==> src/rtl/nand_query_pkg.sv <==
package nand_query_pkg;

    typedef enum logic [1:0] {
        MODE_IDLE = 2'd0,
        MODE_STAT = 2'd1,
        MODE_ID   = 2'd2
    } rsp_mode_e;

    localparam int ID_LEN    = 4;
    localparam int IDX_W     = $clog2(ID_LEN + 1);
    localparam int STAT_RDY  = 6;
    localparam int STAT_UNPR = 7;

    typedef struct packed {
        rsp_mode_e  mode;
        logic [7:0] data;
    } rsp_state_t;

    function automatic logic [7:0] geometry_byte(input bit large_page, input bit bus16);
        if (!large_page) return 8'hC0;
        return bus16 ? 8'h55 : 8'h15;
    endfunction

endpackage

==> src/rtl/nand_status_reg.sv <==
module nand_status_reg
    import nand_query_pkg::*;
(
    input  logic       clk,
    input  logic       rst_n,
    input  logic       wp_n,
    input  logic       clr_stb,
    output logic [7:0] stat_d
);
    logic [7:0] stat_q;

    always_comb begin
        stat_d = stat_q;
        if (clr_stb) begin
            stat_d           = '0;
            stat_d[STAT_RDY] = 1'b1;
        end
        stat_d[STAT_UNPR] = wp_n;
    end

    always_ff @(posedge clk) begin
        if (!rst_n) begin
            stat_q           <= '0;
            stat_q[STAT_RDY] <= 1'b1;
        end else begin
            stat_q <= stat_d;
        end
    end
endmodule

==> src/rtl/nand_id_seq.sv <==
module nand_id_seq
    import nand_query_pkg::*;
#(
    parameter logic [7:0] MFR_ID     = 8'hEC,
    parameter logic [7:0] DEV_ID     = 8'hF1,
    parameter logic [7:0] FILL_BYTE  = 8'h51,
    parameter bit         LARGE_PAGE = 1'b1,
    parameter bit         BUS16      = 1'b0
) (
    input  logic       clk,
    input  logic       rst_n,
    input  logic       restart,
    input  logic       advance,
    output logic [7:0] id_byte,
    output logic       id_valid
);
    localparam logic [7:0] TAIL = geometry_byte(LARGE_PAGE, BUS16);

    logic [IDX_W-1:0] idx_d, idx_q;

    always_comb begin
        idx_d = idx_q;
        if (restart)
            idx_d = '0;
        else if (advance && id_valid)
            idx_d = idx_q + 1'b1;
    end

    always_comb begin
        id_valid = (idx_q < IDX_W'(ID_LEN));
        case (idx_q)
            IDX_W'(0): id_byte = MFR_ID;
            IDX_W'(1): id_byte = DEV_ID;
            IDX_W'(2): id_byte = FILL_BYTE;
            IDX_W'(3): id_byte = TAIL;
            default:   id_byte = 8'h00;
        endcase
    end

    always_ff @(posedge clk) begin
        if (!rst_n) idx_q <= IDX_W'(ID_LEN);
        else        idx_q <= idx_d;
    end
endmodule

==> src/rtl/nand_query_responder.sv <==
module nand_query_responder
    import nand_query_pkg::*;
#(
    parameter logic [7:0] MFR_ID     = 8'hEC,
    parameter logic [7:0] DEV_ID     = 8'hF1,
    parameter logic [7:0] FILL_BYTE  = 8'h51,
    parameter bit         LARGE_PAGE = 1'b1,
    parameter bit         BUS16      = 1'b0,
    localparam int        OUT_W      = BUS16 ? 16 : 8
) (
    input  logic             clk,
    input  logic             rst_n,
    input  logic             ce_n,
    input  logic             wp_n,
    input  logic             cmd_reset_stb,
    input  logic             cmd_id_stb,
    input  logic             cmd_status_stb,
    input  logic             cmd_other_stb,
    input  logic             rd_stb,
    output logic [OUT_W-1:0] rd_data
);
    rsp_state_t st_d, st_q;
    rsp_mode_e  mode_q;
    logic [7:0] stat_next;
    logic [7:0] id_byte;
    logic       id_valid;
    logic       any_cmd;
    logic       rd_live;
    logic       id_adv;

    assign mode_q  = st_q.mode;
    assign any_cmd = cmd_reset_stb | cmd_id_stb | cmd_status_stb | cmd_other_stb;
    assign rd_live = rd_stb & ~ce_n & ~any_cmd;
    assign id_adv  = rd_live & (st_q.mode == MODE_ID);

    nand_status_reg u_stat (
        .clk     (clk),
        .rst_n   (rst_n),
        .wp_n    (wp_n),
        .clr_stb (cmd_reset_stb),
        .stat_d  (stat_next)
    );

    nand_id_seq #(
        .MFR_ID     (MFR_ID),
        .DEV_ID     (DEV_ID),
        .FILL_BYTE  (FILL_BYTE),
        .LARGE_PAGE (LARGE_PAGE),
        .BUS16      (BUS16)
    ) u_id (
        .clk      (clk),
        .rst_n    (rst_n),
        .restart  (cmd_id_stb & ~cmd_reset_stb),
        .advance  (id_adv),
        .id_byte  (id_byte),
        .id_valid (id_valid)
    );

    always_comb begin
        st_d = st_q;
        if (rd_stb) begin
            st_d.data = 8'h00;
            if (rd_live) begin
                case (st_q.mode)
                    MODE_STAT: st_d.data = stat_next;
                    MODE_ID:   st_d.data = id_valid ? id_byte : 8'h00;
                    default:   st_d.data = 8'h00;
                endcase
            end
        end
        if (cmd_reset_stb)       st_d.mode = MODE_IDLE;
        else if (cmd_id_stb)     st_d.mode = MODE_ID;
        else if (cmd_status_stb) st_d.mode = MODE_STAT;
        else if (cmd_other_stb)  st_d.mode = MODE_IDLE;
    end

    always_ff @(posedge clk) begin
        if (!rst_n) begin
            st_q.mode <= MODE_IDLE;
            st_q.data <= 8'h00;
        end else begin
            st_q <= st_d;
        end
    end

    generate
        if (BUS16) begin : g_wide
            assign rd_data = {8'h00, st_q.data};
        end else begin : g_narrow
            assign rd_data = st_q.data;
        end
    endgenerate
endmodule

==> config.mk <==
export PLATFORM = sky130hd
export DESIGN_NAME = nand_query_responder
export DESIGN_NICKNAME = d
export VERILOG_FILES = /design/src/rtl/nand_query_pkg.sv /design/src/rtl/nand_status_reg.sv /design/src/rtl/nand_id_seq.sv /design/src/rtl/nand_query_responder.sv
export SDC_FILE = /design/constraint.sdc
export NUM_CORES = 1
export LEC_CHECK = 0
export BUFFER_PORTS_ARGS = -buffer_cell sky130_fd_sc_hd__buf_4
export CAP_MARGIN = 20
export CORE_UTILIZATION = 45
export DETAILED_ROUTE_END_ITERATION = 6
export HOLD_SLACK_MARGIN = 0.05
export PLACE_DENSITY = 0.64
export RECOVER_POWER = 50
export SLEW_MARGIN = 20
export SYNTH_ARGS = -nofsm -noshare
export SYNTH_HDL_FRONTEND = slang
export SYNTH_HIERARCHICAL = 1
export SYNTH_SLANG_ARGS = --single-unit
==> constraint.sdc <==
create_clock -name clk -period 1.7 [get_ports clk]
set_input_delay 0.085 -clock clk [delete_from_list [all_inputs] [get_ports clk]]
set_output_delay 0.085 -clock clk [all_outputs]
set_load 0.01 [all_outputs]
==> results.toml, run 1 <==
[clock_network]
cts.sinks = 20
cts_setup_buffers = 0
cts_resized = 0
clk_pin_slew_ns = 0.12
clock_latency_ns = 0.31
htreeDepth = 1
cts_tree = "built"
cts_buffers = 3
clockBufferDepth = 2
clock-root-buffer = "clkbuf_4"
cts_hold_buf = 2

[global_route]
grt_use_met2 = 0.2879
top_usage_layer = "met2"
grtUsageMet3 = 0.05655
grt_pass1_wl_mm = 3.519
grt_max_degree = 18
grt_usage = 0.1839
first_global_vias = 823
use_met1 = 0.2242
overflow = 0
antenna_found_initial = 0

[yosys]
synth.net_count = 142
synthesis.area_um2 = 1100
synth_warnings = 6
ys_ff_latch = 20
avgSynthCellArea_um2 = 8.729
yosysSeqAreaShare = 0.3641
yosysUniqueCellTypes = 28
syn_inst = 126

[cells_and_area]
fin_area_um2 = 1252
nets = 157
fin_cells = 168
nFillCells = 223
area_growth_pct = 13.88
diodes = 0
drive_above_1_share = 0.1643

[route]
dr_total_vias = 845
postRouteAntennaNets = 0
drt-initial-drc-count = 19
wl_mm = 1.964
drc = 0
drt-wirelength-per-cell_um = 11.69
vias_per_cell = 5.030
dr.pass1.iters = 4

[critical_path]
worst_path_max_delay_cell = "dfxtp_1"
rr_worst_depth = 6
cp_max_fo = 9
path_cells = "inv_1 -> ha_1 -> or2_1 -> nand3_1 -> a31oi_1 -> a21boi_1"
max_stage_delay_ns = 0.48
setup.worst_path.end_class = "flop"
critPathKind = "flop to flop"
worstPathArrival_ns = 1.72
crit_path_start_kind = "flop"
startpoint = "u_id/idx_q[2]"
cp_data_required_time_ns = 1.91
reg2reg_from = "u_id/idx_q[2]"

[timing]
fin_crit_ns = 1.507
hold_violations = 0
timing.final.crit_share = 0.8867
finalMaxSlewViolations = 0
rsz0062_at_grt = "false"
setup_viol = 0
tns_ns = 0
finClkSkew_ns = 0.007087
fmax_ghz = 0.6634

[die]
die_h_um = 51.44
ios = 17
dieArea_um2 = 2646
die_x_um = 51.44
rows = 17
start_util = 0.4878
core_area_um2 = 2255

[flow_run]
cap_violations = 0

[pwr]
power_w = 0.0009374
static-leakage-power_nw = 0.4798
ir_drop_mv = 0.4551
power_density_nw_per_um2 = 748.4

[hold_path]
min_from = "cmd_status_stb"
hp-class = "input port to flop"
hold_depth = 3

[placed_design]
post_dp_cell_area_um2 = 1206
dp_hpwl_mm = 1.449
post-place-cells = 162
gp_congestion = 0.8683
io_buffers = 16

[outcome]
status = "complete, no violations"
## cell families after synthesis
group,Yosys count,share of synthesized area
simple gates,58,0.3322
other cells,1,0.003410
mux,1,0.009102
flops,20,0.3640
xor+xnor,1,0.007965
compound gates,21,0.1251
fa+ha+maj,7,0.07963
buf+inv,17,0.07850
## state kept, by name, indices dropped and copies added (netlist names)
name           count
mode_q             2
rd_data            8
u_id/idx_q         3
u_stat/stat_q      7
## layout make-up
cell class	count	area [um2]	share of cell area
Clock buffer	3	22.52	0.01798
Inverter	8	30.03	0.02398
Sequential cell	20	400.4	0.3197
Tap cell	28	35.03	0.02797
Multi-Input combinational cell	89	613.1	0.4895
Clock inverter	1	30.03	0.02398
Timing Repair Buffer	19	121.4	0.09690
## per-stage QoR
step                        util  setup WS, ns  hold slack, ns
after CTS                 0.5671        0.2072         0.09364
after global placement    0.5350        0.2771          0.2909
final                     0.5555        0.1926         0.09972
after detailed placement  0.5350        0.2101          0.2951
after floorplan                -        0.3467          0.1612
after global routing      0.5555       0.08004          0.1118
## layer usage
layer,wire length [um],vias up
met2,907,18
met4,17,0
met1,972,381
met3,67,2
li1,-,444
met5,0,-
## report_power, final
| group | internal, W | switching (W) |
|---|---|---|
| logic | 0.0000319 | 0.0000387 |
| registers | 0.000472 | 0.00000462 |
| clock network | 0.000238 | 0.000152 |
| total | 0.000742 | 0.000195 |
## synthesized netlist by cell type, drive strengths merged
master / count / area share
nand2b: 10 / 0.057
mux2i: 1 / 0.0091
nor3: 2 / 0.0091
o21ai: 1 / 0.0045
nand2: 8 / 0.027
clkbuf: 3 / 0.013
ha: 7 / 0.080
buf: 6 / 0.039
nor2: 9 / 0.031
a21boi: 8 / 0.055
a21oi: 3 / 0.014
and4b: 1 / 0.0091
or3b: 1 / 0.0080
xnor2: 1 / 0.0080
dfxtp: 20 / 0.36
a31oi: 8 / 0.046
inv: 8 / 0.027
conb: 1 / 0.0034
o21bai: 1 / 0.0068
nor4: 1 / 0.019
nor2b: 9 / 0.053
or2: 2 / 0.011
and3b: 6 / 0.055
nand3: 9 / 0.052
## worst max-delay path, delay by kind of cell, from the launching register on
family                     cells  cell delay, ns
buffers and inverters          1            0.20
adders and majority gates      1            0.25
AOI/OAI and AO/OA              2            0.20
and+or+nand+nor                2            0.30
DFF                            1            0.48
## cell usage in the layout, fill, tap and decap left out, types with 2 or more instances in the layout
cell / synthesis / layout
or2_1: 2 / 2
ha_1: 7 / 7
dfxtp_1: 20 / 20
nand3_1: 8 / 8
nor3_1: 2 / 2
a21boi_1: 8 / 8
nand2b_1: 10 / 10
dlygate4sd3_1: 0 / 2
nor2_1: 9 / 9
inv_1: 8 / 8
a31oi_1: 8 / 8
nor2b_1: 8 / 8
buf_4: 5 / 10
a21oi_1: 3 / 3
clkbuf_4: 0 / 3
and3b_2: 6 / 6
nand2_1: 8 / 8
clkbuf_1: 1 / 7
## worst paths after layout
check,endpoint,slack [ns]
setup / recovery,rd_data[2],0.19
hold / removal,mode_q[0],0.1
setup reg to reg,rd_data[2],0.19
hold reg to reg,u_stat/stat_q[6],0.47
No activity file was read; power rests on OpenSTA's default activity.
==> run 2, diff against run 1 <==
- RECOVER_POWER: 50 -> default
- TNS_END_PERCENT: default -> 5
- clock period: 1.7 -> 1.85 ns (I/O delays scaled with it)
==> results.toml, run 2 (same netlist as run 1, synthesis figures left out) <==
[outcome]
status = "complete, no violations"

[critical_path]
reg2reg_from = "mode_q[1]"
rr_worst_depth = 5
worstPathArrival_ns = 1.71
setup.worst_path.end_class = "flop"
rrSetupSlack_ns = 0.35
reg2reg_to = "u_id/idx_q[1]"
cp_data_required_time_ns = 2.06
critPathKind = "flop to flop"
cp_max_fo = 9
crit_path_start_kind = "flop"

[pwr]
p_seq_frac = 0.506
power_density_nw_per_um2 = 680.1
switching_share = 0.2111
pwr-share-clk = 0.418
ir_drop_mv = 0.4933
static-leakage-power_nw = 0.5038
internal_power_w = 0.0006821
p_comb_frac = 0.076
power_w = 0.0008646
switching_power_w = 0.0001826

[cells_and_area]
nets = 156
diodes = 0
drive_above_1_share = 0.2086
mostFrequentLayoutCells = "dfxtp_1 (20), buf_4 (16), nand2b_1 (10), nor2_1 (9)"
largest_reg_flops = 8
fin_util = 0.5638
area_growth_pct = 15.59
final_common_cell = "dfxtp_1"

[timing]
rsz0062_at_grt = "false"
fin_crit_ns = 1.502
hold_violations = 0
timing.final.crit_share = 0.8117
fmax_ghz = 0.6659
timing.hold.ws_ns = 0.1172
tns_ns = 0
setup_viol = 0
finClkSkew_ns = 0.009977
finalMaxSlewViolations = 0

[route]
drt-wirelength-per-cell_um = 11.89
dr.pass1.iters = 4
dr_total_vias = 857
vias_per_cell = 5.132
drt-initial-drc-count = 12
drc = 0
wl_mm = 1.986
postRouteAntennaNets = 0

[die]
die_h_um = 51.44
start_util = 0.4878
die_x_um = 51.44
dieArea_um2 = 2646
core_area_um2 = 2255
rows = 17
ios = 17

[global_route]
top_usage_layer = "met2"
antenna_found_initial = 0
grt_pass1_wl_mm = 3.194
use_met1 = 0.2142
grtUsageMet3 = 0.03571
first_global_vias = 741
grt_use_met2 = 0.2619
overflow = 0
grt_usage = 0.1686
grt_max_degree = 18

[flow_run]
cap_violations = 0

[clock_network]
cts_buffers = 3
cts_setup_buffers = 0
htreeDepth = 1
clock_latency_ns = 0.31
cts_tree = "built"
cts.sinks = 20
clk_pin_slew_ns = 0.11
clockBufferDepth = 2
clock-root-buffer = "clkbuf_4"
cts_hold_buf = 2
cts_resized = 0

[hold_path]
hold_depth = 3
min_from = "cmd_status_stb"
hp-class = "input port to flop"
holdPathEnd = "mode_q[0]"

[placed_design]
dp_hpwl_mm = 1.438
io_buffers = 16
gp_congestion = 0.8032
==> run 2: cell count changes in the layout (fill, tap and decap cells not counted), sizes merged <==
cell / delta
buf: +6
clkbuf: -7
==> run 2: stage by stage <==
| stage | std cells | cell area [um2] | setup WS (ns) |
|---|---|---|---|
| finish | 167 | 1271 | 0.3484 |
| global route | 167 | 1271 | 0.2492 |
| CTS | 167 | 1271 | 0.3519 |
| detailed placement | 161 | 1199 | 0.3629 |
| global placement | 161 | 1199 | 0.4229 |
| floorplan | 126 | 1100 | 0.4967 |
==> run 2: worst max path at each step <==
| stage | start | slack (ns) | endpoint | cells past startpoint |
|---|---|---|---|---|
| 4_1_cts | mode_q[0] | 0.35 | u_id/idx_q[1] | 6 |
| 5_1_grt | u_id/idx_q[0] | 0.25 | rd_data[2] | 7 |
| 6_report | mode_q[1] | 0.35 | u_id/idx_q[1] | 5 |
| 3_3_place_gp | mode_q[1] | 0.42 | u_id/idx_q[1] | 5 |
| 3_5_place_dp | u_id/idx_q[0] | 0.36 | rd_data[2] | 7 |
| 2_1_floorplan | mode_q[0] | 0.50 | u_id/idx_q[1] | 7 |
==> run 2: worst max-delay path, stage by stage, from the launching register on <==
cell	delay, ns
dfxtp_1	0.39
ha_1	0.34
and4b_1	0.25
nor2b_2	0.19
mux2i_1	0.20
nor2_1	0.05
==> run 2: layout make-up <==
type                    instances  area (um2)
clock buffers                   3       22.52
clock inverters                 1       30.03
fillers                       222       983.4
inverters                       8       30.03
multi-input cells              89       613.1
flip-flops and latches         20       400.4
well taps                      28       35.03
repair buffers                 18       140.1
==> run 2: routing by layer <==
layer / up-vias / part of all wire
li1: 442 / -
met1: 391 / 0.50
met2: 22 / 0.45
met3: 2 / 0.045
met4: 0 / 0.0086
met5: - / 0
==> run 2: power groups by stage <==
stage,clock [W],sequential (W),combinational (W)
floorplan,0,0.000446,0.0000422
global placement,0,0.000447,0.0000605
detailed placement,0,0.000447,0.0000629
CTS,0.000370,0.000438,0.0000664
global route,0.000389,0.000438,0.0000718
finish,0.000361,0.000438,0.0000660
